`src/rtl/priv_pkg.sv`:
```
package priv_pkg;

  localparam int OFF_W      = 12;
  localparam int PAGE_W     = 4;
  localparam int CPU_IDX_W  = 2;
  localparam int TMR_IDX_W  = CPU_IDX_W + 1;
  localparam int GIC_OFF_W  = 8;
  localparam int TMR_OFF_W  = 4;
  localparam int SCU_OFF_W  = 8;
  localparam int CFG_W      = 8;

  // page numbers (offset bits 11:8) bounding each window
  localparam logic [PAGE_W-1:0] PG_SCU       = 4'h0;
  localparam logic [PAGE_W-1:0] PG_GIC_ALIAS = 4'h1;
  localparam logic [PAGE_W-1:0] PG_GIC_FIRST = 4'h2;
  localparam logic [PAGE_W-1:0] PG_GIC_LAST  = 4'h5;
  localparam logic [PAGE_W-1:0] PG_TMR_ALIAS = 4'h6;
  localparam logic [PAGE_W-1:0] PG_TMR_FIRST = 4'h7;
  localparam logic [PAGE_W-1:0] PG_TMR_LAST  = 4'hA;

  // snoop-control register offsets
  localparam logic [SCU_OFF_W-1:0] SCU_CTRL  = 8'h00;
  localparam logic [SCU_OFF_W-1:0] SCU_CFG   = 8'h04;
  localparam logic [SCU_OFF_W-1:0] SCU_STAT  = 8'h08;
  localparam logic [SCU_OFF_W-1:0] SCU_FLUSH = 8'h0C;

  typedef enum logic [2:0] {
    RG_SCU,
    RG_GIC_ALIAS,
    RG_GIC_CPU,
    RG_TMR_ALIAS,
    RG_TMR_CPU,
    RG_BAD
  } region_e;

  // processor-present mask in the upper nibble, count minus one below
  function automatic logic [CFG_W-1:0] cfg_word(input int n);
    logic [3:0] mask;
    logic [3:0] cnt;
    mask = 4'((1 << n) - 1);
    cnt  = 4'(n - 1);
    return {mask, cnt};
  endfunction

endpackage

```
`src/rtl/priv_region_decode.sv`:
```
module priv_region_decode
  import priv_pkg::*;
#(
  parameter int N_CPU = 4
) (
  input  logic [PAGE_W-1:0]    page,
  input  logic [CPU_IDX_W-1:0] req_cpu,
  output region_e              region,
  output logic [CPU_IDX_W-1:0] tgt_cpu,
  output logic                 cpu_ok
);

  localparam logic [CPU_IDX_W:0] CPU_LIM = (CPU_IDX_W + 1)'(N_CPU);

  logic [PAGE_W-1:0] gic_rel;
  logic [PAGE_W-1:0] tmr_rel;
  logic              unused_rel;

  assign gic_rel    = page - PG_GIC_FIRST;
  assign tmr_rel    = page - PG_TMR_FIRST;
  assign unused_rel = ^{gic_rel[PAGE_W-1:CPU_IDX_W], tmr_rel[PAGE_W-1:CPU_IDX_W]};

  always_comb begin
    region  = RG_BAD;
    tgt_cpu = req_cpu;
    if (page == PG_SCU) begin
      region = RG_SCU;
    end else if (page == PG_GIC_ALIAS) begin
      region = RG_GIC_ALIAS;
    end else if (page >= PG_GIC_FIRST && page <= PG_GIC_LAST) begin
      region  = RG_GIC_CPU;
      tgt_cpu = gic_rel[CPU_IDX_W-1:0];
    end else if (page == PG_TMR_ALIAS) begin
      region = RG_TMR_ALIAS;
    end else if (page >= PG_TMR_FIRST && page <= PG_TMR_LAST) begin
      region  = RG_TMR_CPU;
      tgt_cpu = tmr_rel[CPU_IDX_W-1:0];
    end
  end

  assign cpu_ok = {1'b0, tgt_cpu} < CPU_LIM;

endmodule

```
`src/rtl/priv_scu_regs.sv`:
```
module priv_scu_regs
  import priv_pkg::*;
#(
  parameter int N_CPU  = 4,
  parameter int DATA_W = 32
) (
  input  logic                 clk,
  input  logic                 rst_n,
  input  logic                 acc,
  input  logic                 wr,
  input  logic [SCU_OFF_W-1:0] off,
  input  logic                 wbit,
  output logic [DATA_W-1:0]    rdata,
  output logic                 bad_off,
  output logic                 enable
);

  localparam logic [CFG_W-1:0] CFG_VAL = cfg_word(N_CPU);

  logic ctrl_we;

  always_comb begin
    bad_off = 1'b0;
    rdata   = '0;
    ctrl_we = 1'b0;
    unique case (off)
      SCU_CTRL: begin
        rdata[0] = enable;
        ctrl_we  = acc & wr;
      end
      SCU_CFG: begin
        rdata[CFG_W-1:0] = CFG_VAL;
        bad_off          = wr;
      end
      SCU_STAT:  bad_off = wr;
      SCU_FLUSH: bad_off = 1'b0;
      default:   bad_off = 1'b1;
    endcase
    if (bad_off) rdata = '0;
  end

  always_ff @(posedge clk or negedge rst_n) begin
    if (!rst_n)       enable <= 1'b0;
    else if (ctrl_we) enable <= wbit;
  end

endmodule

```
`src/rtl/priv_rdata_mux.sv`:
```
module priv_rdata_mux #(
  parameter int NSRC   = 3,
  parameter int DATA_W = 32
) (
  input  logic [NSRC-1:0]             sel,
  input  logic [NSRC-1:0][DATA_W-1:0] src,
  output logic [DATA_W-1:0]           dout
);

  logic [NSRC-1:0][DATA_W-1:0] gated;

  for (genvar i = 0; i < NSRC; i++) begin : g_gate
    assign gated[i] = src[i] & {DATA_W{sel[i]}};
  end

  always_comb begin
    dout = '0;
    for (int i = 0; i < NSRC; i++) dout = dout | gated[i];
  end

endmodule

```
`src/rtl/priv_window_decoder.sv`:
```
module priv_window_decoder
  import priv_pkg::*;
#(
  parameter int N_CPU  = 4,
  parameter int ADDR_W = 32,
  parameter int DATA_W = 32
) (
  input  logic                 clk,
  input  logic                 rst_n,
  input  logic                 req_valid,
  input  logic                 req_write,
  input  logic [ADDR_W-1:0]    req_addr,
  input  logic [DATA_W-1:0]    req_wdata,
  input  logic [1:0]           req_cpu,
  input  logic [DATA_W-1:0]    gic_rdata,
  input  logic [DATA_W-1:0]    tmr_rdata,
  output logic [DATA_W-1:0]    rd_data,
  output logic                 sel_scu,
  output logic                 sel_gic,
  output logic                 sel_tmr,
  output logic                 tgt_write,
  output logic [1:0]           gic_cpu,
  output logic [7:0]           gic_offset,
  output logic [2:0]           tmr_index,
  output logic [3:0]           tmr_offset,
  output logic                 scu_enable,
  output logic                 err_flag
);

  localparam int NSRC = 3;

  logic [OFF_W-1:0]     off;
  logic                 unused_hi;
  region_e              region;
  logic [CPU_IDX_W-1:0] tgt_cpu;
  logic                 cpu_ok;
  logic                 scu_acc;
  logic                 scu_bad;
  logic [DATA_W-1:0]    scu_rdata;
  logic                 is_gic;
  logic                 is_tmr;
  logic                 illegal;

  assign off       = req_addr[OFF_W-1:0];
  assign unused_hi = ^{req_addr[ADDR_W-1:OFF_W], req_wdata[DATA_W-1:1]};

  priv_region_decode #(.N_CPU(N_CPU)) u_dec (
    .page    (off[OFF_W-1:OFF_W-PAGE_W]),
    .req_cpu (req_cpu),
    .region  (region),
    .tgt_cpu (tgt_cpu),
    .cpu_ok  (cpu_ok)
  );

  assign scu_acc = req_valid && (region == RG_SCU);

  priv_scu_regs #(.N_CPU(N_CPU), .DATA_W(DATA_W)) u_scu (
    .clk     (clk),
    .rst_n   (rst_n),
    .acc     (scu_acc),
    .wr      (req_write),
    .off     (off[SCU_OFF_W-1:0]),
    .wbit    (req_wdata[0]),
    .rdata   (scu_rdata),
    .bad_off (scu_bad),
    .enable  (scu_enable)
  );

  assign is_gic = (region == RG_GIC_ALIAS) || (region == RG_GIC_CPU);
  assign is_tmr = (region == RG_TMR_ALIAS) || (region == RG_TMR_CPU);

  assign sel_scu   = scu_acc && !scu_bad;
  assign sel_gic   = req_valid && is_gic && cpu_ok;
  assign sel_tmr   = req_valid && is_tmr && cpu_ok;
  assign tgt_write = req_write && (sel_gic || sel_tmr);
  assign illegal   = req_valid && ((region == RG_BAD) || (region == RG_SCU && scu_bad));

  assign gic_cpu    = tgt_cpu;
  assign gic_offset = off[GIC_OFF_W-1:0];
  assign tmr_index  = {tgt_cpu, off[5]};
  assign tmr_offset = off[TMR_OFF_W-1:0];

  priv_rdata_mux #(.NSRC(NSRC), .DATA_W(DATA_W)) u_mux (
    .sel  ({sel_tmr, sel_gic, sel_scu}),
    .src  ({tmr_rdata, gic_rdata, scu_rdata}),
    .dout (rd_data)
  );

  always_ff @(posedge clk or negedge rst_n) begin
    if (!rst_n) err_flag <= 1'b0;
    else        err_flag <= illegal;
  end

endmodule

```
`config.mk`:
```
export PLATFORM = sky130hd
export DESIGN_NAME = priv_window_decoder
export DESIGN_NICKNAME = d
export VERILOG_FILES = /design/src/rtl/priv_pkg.sv /design/src/rtl/priv_region_decode.sv /design/src/rtl/priv_scu_regs.sv /design/src/rtl/priv_rdata_mux.sv /design/src/rtl/priv_window_decoder.sv
export SDC_FILE = /design/constraint.sdc
export NUM_CORES = 1
export LEC_CHECK = 0
export CAP_MARGIN = 20
export CORE_AREA = 3 3 73 75
export DETAILED_ROUTE_END_ITERATION = 6
export DIE_AREA = 0 0 76 78
export DONT_BUFFER_PORTS = 1
export GPL_TIMING_DRIVEN = 0
export SLEW_MARGIN = 40
export SYNTH_ARGS = -nofsm -noshare
export SYNTH_HDL_FRONTEND = slang
export SYNTH_SLANG_ARGS = --single-unit
```
`constraint.sdc`:
```
create_clock -name clk -period 1.87 [get_ports clk]
set_clock_uncertainty 0.1 [all_clocks]
set_input_delay 0 -clock clk [delete_from_list [all_inputs] [get_ports clk]]
set_output_delay 0 -clock clk [all_outputs]
set_load 0.05 [all_outputs]
```
# After elaboration in Yosys (flattened, before gate mapping)
# Cells that the tools add are included.
# Widths: inputs -> output; s select.
[totals]
register_bits = 2
inputBits = 134
[classes]
addsub = 2
n_lt_le_gt_ge = 4
eq_ne = 10
n_mux = 15
bitwise = 6
n_reduce_logical = 19
[op_table]
columns = ["op", "count"]
rows = [
  ["$and 32x32->32", 2],
  ["$or 32x32->32", 2],
  ["$and 8x32->32", 1],
  ["$eq 8x4->1 const B", 2],
  ["$mux 3", 4],
  ["$mux 2", 5],
  ["$logic_and 1x1->1", 9],
  ["$eq 8x3->1 const B", 1],
  ["$logic_not 8->1", 1],
  ["$mux 8", 1],
  ["$mux 7", 1],
  ["$eq 3x2->1 const B", 2],
  ["$eq 3x3->1 const B", 2],
  ["$eq 4x1->1 const B", 1],
  ["$eq 4x3->1 const B", 1],
  ["$ge 4x2->1 const B", 1],
  ["$ge 4x3->1 const B", 1],
  ["$le 4x3->1 const B", 1],
  ["$le 4x4->1 const B", 1],
  ["$logic_not 4->1", 1],
  ["$logic_or 1x1->1", 4],
  ["$pmux 1 s2", 2],
  ["$reduce_or 2->1", 2],
  ["$sub 2x2->2 const B", 2],
  ["5 further kinds", 6],
]

# Depth between registers and ports, before layout
# Gate-level depths: netlist of run 1.
[logic_depth]
word_depth = 13
mapped_depth = 8
ltp_nobuf = 6

# Modules after synthesis
# From an unflattened synthesis of run 1, not the netlist that was laid out.
[hier_totals]
cells_unflattened = 188
hier_area_um2 = 1380.1
[modules_own_cells]
columns = ["mod", "instances", "cells_each", "area_each_um2"]
rows = [
  ["priv_rdata_mux", 1, 73, 523.0],
  ["priv_scu_regs", 1, 46, 350.3],
  ["priv_region_decode", 1, 36, 257.7],
  ["priv_window_decoder", 1, 33, 249.0],
]

# Worst setup path before layout of run 1
# OpenSTA, ideal clock, no wires.
[synth_path]
path_kind = "input-to-output"
start = "input req_addr[8]"
end = "output tmr_index[2]"
arrival_time_ns = 2.480
required_time_ns = 1.770
slack_ns = -0.710
path_stages = 7
path_buffers = 1
path_cell_list = "inv_1 > ha_1 > and4bb_2 > a21o_1 > o21ai_0 > a221oi_1 > buf_4"
[synth_between]
elab_chain_cells = 7
word_cells_on_any_way = 16
classes_between = "add/sub: 2; order compare: 4; eq/ne: 2; mux: 5; reduce/logical: 3"
[synth_lines]
columns = ["item", "line_no", "text"]
rows = [
  ["from (decl)", "priv_window_decoder.sv:12", "input logic [ADDR_W-1:0] req_addr,"],
  ["$ge 4x3->1 / $le 4x4->1 (equally long branches)", "priv_region_decode.sv:35", "end else if (page >= PG_TMR_FIRST && page <= PG_TMR_LAST) begin"],
  ["$logic_and 1x1->1", "priv_region_decode.sv:35", ""],
  ["$mux 2", "priv_region_decode.sv:35", ""],
  ["$mux 2", "priv_region_decode.sv:33", "end else if (page == PG_TMR_ALIAS) begin"],
  ["$mux 2", "priv_region_decode.sv:30", "end else if (page >= PG_GIC_FIRST && page <= PG_GIC_LAST) begin"],
  ["$mux 2", "priv_region_decode.sv:28", "end else if (page == PG_GIC_ALIAS) begin"],
  ["$mux 2 *", "priv_region_decode.sv:26", "if (page == PG_SCU) begin"],
  ["to (decl)", "priv_window_decoder.sv:24", "output logic [2:0] tmr_index,"],
]
# Mark *: on every way between the ends. The rest lies on a longest branch, timed or not.

# Final worst setup path of run 1
# Ends and elaborated chain as after synthesis.

==> results.md, run 1 <==
| Metric | This run |
|---|---|
| Outcome | complete, no violations |
| Setup crit start kind | primary input |
| Unrepaired setup endpoints after global routing | true |
| Area Growth Syn to Fin | 36.8% |
| Pre-CTS setup slack | -0.306 ns |
| HPWL after DPL | 2890 um |
| First-pass GRT wire length | 4750 um |
| CTS root buffer | sky130_fd_sc_hd__clkbuf_8 |
| Total iterations of the first detailed-routing run | 4 |
| Source-to-sink clock delay at the later pin of the worst-skew pair | 0.21 ns |
| Hold violation total from the final report | 0 |
| Power density relative to cell area | 601 nW/um^2 |
| Number of nets at the end of the flow | 259 |
| Per-cell via count in the routed design | 5.22 |
| Number of slew-limit violations in the final report | 0 |
| Post-synth top area share | 25.1% |
| Share of synthesized flip-flops with an asynchronous set or reset | 100% |
| IR drop worst, VDD | 0.174 mV |
| Flops & latches, synth | 2 |
| FF+latch area | 50.0 sq um |
| Number of antenna violations at the first check in global routing | 0 |
| Fraction of the yosys area taken by sequential cells | 5.51% |
| Critical Path, Cell by Cell | clkinvlp_4, ha_4, and4bb_2, a21o_1, o21ai_1, a221oi_4, buf_6 |
| Largest incremental delay on the critical path | 0.61 ns |
| Max transition margin | 55.3% |
| Dominant delay contributor by cell family on the critical path | compound AO/OA/AOI/OAI gates |
| Required time worst endpoint | 1.77 ns |
| Number of enable-type register cells in the synthesized netlist | 0 |
| Setup violation total in the final timing report | 0 |
| Most common cell after layout, fill and taps aside | sky130_fd_sc_hd__a22o_2 |
| Average wire per cell in the routed design | 18.8 um |
| TritonCTS clock tree | built |
| Final worst-path cycle share | 96.1% |
| Post-CTS clock slew at the launch and capture registers of the worst setup and hold paths | 0.03 ns |
| Vias in the first global route | 953 |
| Time the worst path needs with I/O delays and setup | 1.80 ns |
| Actual transition at the worst max-transition pin | 0.670 ns |
| Leading cell types in the layout, fill and taps excluded | sky130_fd_sc_hd__a22o_2 (24), sky130_fd_sc_hd__buf_4 (16), sky130_fd_sc_hd__a221o_2 (6) |
| Synth Area per Inst | 8.41 sq um |
| Arrival time reported for the critical path endpoint | 1.70 ns |
| Die outline height | 78 um |
| Power after layout | 747 uW |
| Static leakage | 0.501 nW |
| Crit path buffers/inverters | 2 |
| Overall die area | 5930 sq um |
| Most common flop cell mapped by yosys | sky130_fd_sc_hd__dfrtp_1 |
| Overall routed net length | 3480 um |
| Maximum level of the CTS H-tree | 1 |
| Overall Global Routing Usage | 9.91% |
| Peak fanout along the critical path | 5 |
| CTS Buffer Depth | 2 |
| Synthesis warning total | 0 |
| Cell types occupying the most area after synthesis | sky130_fd_sc_hd__a22o_1 (25%), sky130_fd_sc_hd__buf_4 (12%), sky130_fd_sc_hd__ha_1 (6.9%) |
| Remaining number of nets flagged by the antenna check after routing | 0 |
| Sum of overflow across all layers after global routing | 0 |
| DIE WIDTH | 76 um |
| # clock sinks | 2 |
| Cell Rows | 25 |
| Crit Path Class | in -> out |
| Top achievable clock speed | 556 MHz |
| Post-synth design cell area | 908 sq um |
| Largest net degree at the start of global routing | 11 |
| Diode count | 0 |
| Max capacitance violation total | 0 |
| DR iter-0 viols | 16 |
| Area of the multi-input gates | 811 sq um |
| Slowest CP cell | sky130_fd_sc_hd__a221oi_4 |
| Net Count, Synth | 247 |
| Share of layout cells above drive strength 1 | 65.3% |
| Gate count after technology mapping | 108 |
| Critical Path End Type | output pin |
| Tightest Hold Check Type | in -> reg |
| Routability Congestion | 0.697 |
| Fill cell count | 498 |
| Via count | 965 |
| Number of CTS-inserted buffers | 3 |
| Number of port buffers | 0 |
| Setup slack of the critical path after layout | 0.0724 ns |
| Std-Cell Core Area | 4720 sq um |
| Count of distinct cell types in the synthesized netlist | 35 |
| Cell type with the highest aggregate area in the netlist | sky130_fd_sc_hd__a22o_1 |
| Num ports | 189 |
| Final routed DRC violation total | 0 |
| Initial Utilization | 19.2% |
-- path summary, 6_finish.rpt --
path,to,cells after the start,start,slack (ns)
max,tmr_index[2],7,req_addr[8],0.07
min in group asynchronous,u_scu.enable,2,rst_n,0.46
max reg2reg,u_scu.enable,1,u_scu.enable,0.73
min reg2reg,u_scu.enable,1,u_scu.enable,0.83
min,u_scu.enable,3,req_write,0.03
max in group asynchronous,err_flag,2,rst_n,1.08
-- what timing repair did --
item                                    4_1_cts  5_1_grt
pin swaps                                     3        5
endpoints found under the setup margin       35       33
hold buffers                                  5        0
buffers inserted                              0        2
endpoints found under the hold margin         4        0
gates resized for setup                      39       10
-- per-stage QoR --
step | util [%] | TNS (ns) | instances | hold slack, ns | instance area (sq um)
floorplan | - | -0.234 | 108 | -0.396 | 938
global placement | 21.6 | -4.70 | 175 | -0.396 | 1020
detailed placement | 21.7 | -5.44 | 175 | -0.396 | 1020
CTS | 25.1 | 0 | 183 | 0.0257 | 1190
global route | 26.3 | -0.0241 | 185 | 0.0383 | 1240
finish | 26.3 | 0 | 185 | 0.0305 | 1240
-- flip-flops by register name, summed over array words and instances (netlist names) --
signal	count
u_scu.enable	1
err_flag	1
-- cells by family (layout without fill, tap and decap cells) --
| group | Yosys count | after routing | share of synthesized area (%) |
|---|---|---|---|
| compound gates | 51 | 51 | 49.7 |
| xor+xnor | 1 | 1 | 0.964 |
| fa+ha+maj | 5 | 5 | 6.89 |
| buf+inv | 25 | 35 | 18.9 |
| flops | 2 | 2 | 5.51 |
| mux | 1 | 1 | 1.24 |
| simple gates | 23 | 23 | 16.8 |
-- report_power, final --
part / switching, mW / leakage (nW) / internal, mW / total [mW]
Sequential: 0.00853 / 0.0268 / 0.0457 / 0.0542
Clock: 0.0327 / 0.0216 / 0.136 / 0.169
Combinational: 0.377 / 0.452 / 0.147 / 0.524
-- layer usage --
layer,up-vias,GRT usage (%),share of wire [%]
li1,438,-,-
met1,449,10.9,35
met2,70,17.6,53
met3,8,2.44,9.0
met4,0,5.25,2.2
met5,-,0,0
-- synthesized netlist by cell type (2+ instances only) --
library cell / instances
sky130_fd_sc_hd__a211oi_1: 2
sky130_fd_sc_hd__a21oi_1: 2
sky130_fd_sc_hd__a221o_1: 6
sky130_fd_sc_hd__a22o_1: 26
sky130_fd_sc_hd__buf_2: 5
sky130_fd_sc_hd__buf_4: 15
sky130_fd_sc_hd__buf_6: 2
sky130_fd_sc_hd__dfrtp_1: 2
sky130_fd_sc_hd__ha_1: 5
sky130_fd_sc_hd__inv_1: 3
sky130_fd_sc_hd__nand2_1: 4
sky130_fd_sc_hd__nand2b_1: 3
sky130_fd_sc_hd__nor2_1: 5
sky130_fd_sc_hd__nor4_1: 4
sky130_fd_sc_hd__o21a_1: 2
sky130_fd_sc_hd__o21ai_0: 3
-- tightest hold or removal path, delay by kind of cell --
| kind | cells | cell delay, ns |
|---|---|---|
| muxes | 1 | 0.21 |
| and+or+nand+nor | 2 | 0.10 |
-- layout make-up --
type | count | area share, %
well taps | 67 | 6.75
clock buffers | 3 | 3.32
flip-flops and latches | 2 | 4.03
multi-input cells | 81 | 65.3
inverters | 3 | 1.21
repair buffers | 7 | 5.24
plain buffers | 22 | 14.2
Note: power is estimated with default switching activity, not from simulation.
==> run 2, diff against run 1 <==
REMOVE_ABC_BUFFERS = 1   (was not set)
==> run 2 against run 1 <==
Global-route usage rose by 4.4 points. Combinational power barely moved. Final area fell by 3.3%. First-iteration DRC count fell by 31%. Worst hold slack got worse by 0.00077 ns. Die area did not move. Total power rose by 0.19%. Register-to-register slack barely moved. Critical path depth rose by 3. Sequential power barely moved. Critical path type unchanged.
==> results.md, run 2 (synthesized netlist as in run 1, its figures left out) <==
| Metric | This run |
|---|---|
| # clock sinks | 2 |
| CTS root buffer | sky130_fd_sc_hd__clkbuf_8 |
| Largest net degree at the start of global routing | 20 |
| DR iter-0 viols | 11 |
| Average wire per cell in the routed design | 25.8 um |
| Combinational group share of total power | 70.3% |
| Actual transition at the worst max-transition pin | 0.572 ns |
| Setup slack of the worst register-to-register path | 0.74 ns |
| Leading cell types in the layout, fill and taps excluded | sky130_fd_sc_hd__a22o_2 (25), sky130_fd_sc_hd__dlygate4sd3_1 (7), sky130_fd_sc_hd__buf_4 (7) |
| Sequential fraction of design power | 7.3% |
| Max transition margin | 61.7% |
| Time the worst path needs with I/O delays and setup | 1.83 ns |
| FF+latch area | 50.0 sq um |
| First-pass GRT wire length | 6270 um |
| Total iterations of the first detailed-routing run | 4 |
| Part of the total power dissipated in the clock network | 22.4% |
| Crit Path Class | in -> out |
| Diode count | 0 |
| Per-cell via count in the routed design | 5.52 |
| Maximum level of the CTS H-tree | 1 |
| Fraction of power spent switching nets | 56.7% |
| Critical Path End Type | output pin |
| Setup violation total in the final timing report | 0 |
| Vias in the first global route | 955 |
| Share of layout cells above drive strength 1 | 60.2% |
| Num ports | 189 |
| Worst r2r src | u_scu.enable |
| Depth of the worst register-to-register path | 1 |
| Overall Global Routing Usage | 14.3% |
| Static leakage | 0.461 nW |
| Number of port buffers | 0 |
| Number of slew-limit violations in the final report | 0 |
| Setup crit start kind | primary input |
| Dominant delay contributor by cell family on the critical path | buffers and inverters |
| Number of CTS-inserted buffers | 3 |
| Routability Congestion | 0.703 |
| Source-to-sink clock delay at the later pin of the worst-skew pair | 0.20 ns |
| TritonCTS clock tree | built |
| Setup slack of the critical path after layout | 0.0375 ns |
| Largest incremental delay on the critical path | 0.25 ns |
| Number of antenna violations at the first check in global routing | 6 |
| Final routed DRC violation total | 0 |
| IR drop worst, VDD | 0.393 mV |
| Net switching component of the power | 424 uW |
| Sum of overflow across all layers after global routing | 0 |
| Most common cell after layout, fill and taps aside | sky130_fd_sc_hd__a22o_2 |
| Outcome | complete, no violations |
| Max capacitance violation total | 0 |
| Std-Cell Core Area | 4720 sq um |
| Post-CTS clock slew at the launch and capture registers of the worst setup and hold paths | 0.03 ns |
| Power density relative to cell area | 623 nW/um^2 |
| Layout Cells excl Fill | 180 |
| Final worst-path cycle share | 98.0% |
| Initial Utilization | 19.2% |
| Arrival time reported for the critical path endpoint | 1.73 ns |
| Peak fanout along the critical path | 5 |
| Worst hold path stage count | 3 |
| Crit. Startpoint | req_addr[8] |
| Overall die area | 5930 sq um |
| Critical Path, Cell by Cell | clkinvlp_4, ha_1, o21ai_2, a21oi_4, buf_4, buf_4, o2bb2ai_1, a211oi_4, buf_6, buf_8 |
| Crit path buffers/inverters | 5 |
| Worst hold margin | 0.0297 ns |
| Hold violation total from the final report | 0 |
| Via count | 993 |
| Number of cells in the design after placement | 160 |
| Cell Rows | 25 |
| Pint | 324 uW |
| Required time worst endpoint | 1.77 ns |
| Fill cell count | 515 |
| Top achievable clock speed | 546 MHz |
| Cell with the most instances on the worst path | sky130_fd_sc_hd__buf_4 |
| HPWL after DPL | 3650 um |
| Pre-CTS setup slack | -0.166 ns |
| Capturing point of the worst reg2reg path | u_scu.enable |
| Worst min-delay path endpoint | u_scu.enable |
| Slowest CP cell | sky130_fd_sc_hd__ha_1 |
| Die outline height | 78 um |
| Tightest Hold Check Type | in -> reg |
| DIE WIDTH | 76 um |
| Area of the multi-input gates | 815 sq um |
| Largest registers ranked by flip-flop count | err_flag x1, u_scu.enable x1 |
| Area Growth Syn to Fin | 32.2% |
| Remaining number of nets flagged by the antenna check after routing | 0 |
| Hold wc startpoint | req_write |
| CP Depth | 10 |
| CTS Buffer Depth | 2 |
| Number of nets at the end of the flow | 254 |
| Overall routed net length | 4640 um |
-- run 2: repair_timing --
item,4_1_cts,5_1_grt
setup endpoints to repair,33,28
hold buffers,12,0
pin swaps,5,4
buffers inserted,3,1
resized for setup,31,11
endpoints found under the hold margin,17,0
gates cloned,1,0
-- run 2: metrics by stage --
stage / power, mW / utilization (%) / setup TNS [ns] / cell area, sq um
global route: 0.784 / 25.4 / -0.0303 / 1200
global placement: 0.427 / 17.6 / -35.62 / 832
CTS: 0.747 / 24.7 / 0 / 1160
finish: 0.748 / 25.4 / 0 / 1200
floorplan: 0.402 / - / -21.81 / 748
detailed placement: 0.470 / 19.7 / -3.97 / 932
-- run 2: area by class of cell --
class,instances,area share [%]
Tap cell,67,6.98
Sequential cell,2,4.17
Clock buffer,3,3.44
Inverter,3,1.25
Timing Repair Buffer,23,16.4
Multi-Input combinational cell,82,67.8
-- run 2: tightest hold or removal path, cell delays in order --
cell and delay [ns]:
sky130_fd_sc_hd__nand2b_1 0.05, sky130_fd_sc_hd__nor4_1 0.04, sky130_fd_sc_hd__mux2_2 0.21
-- run 2: worst max-delay path by stage --
stage,slack (ns),end
2_1_floorplan,-1.35,gic_cpu[1]
3_3_place_gp,-1.53,tmr_index[2]
3_5_place_dp,-0.17,rd_data[1]
4_1_cts,0.01,rd_data[7]
5_1_grt,-0.03,gic_cpu[0]
6_report,0.04,gic_cpu[0]
-- run 2: power groups by stage --
stage	registers [mW]	clock network (mW)	logic, mW
after global routing	0.0546	0.183	0.547
after CTS	0.0546	0.175	0.517
final	0.0545	0.167	0.526
after detailed placement	0.0548	0	0.416
after global placement	0.0551	0	0.372
after floorplan	0.0544	0	0.348
-- run 2: routing by layer --
layer / global-route usage [%] / part of all wire, % / up-vias
li1: - / - / 427
met1: 16.3 / 37 / 451
met2: 19.7 / 40 / 91
met3: 14.0 / 20 / 12
met4: 1.63 / 0.63 / 12
met5: 0 / 2.0 / -
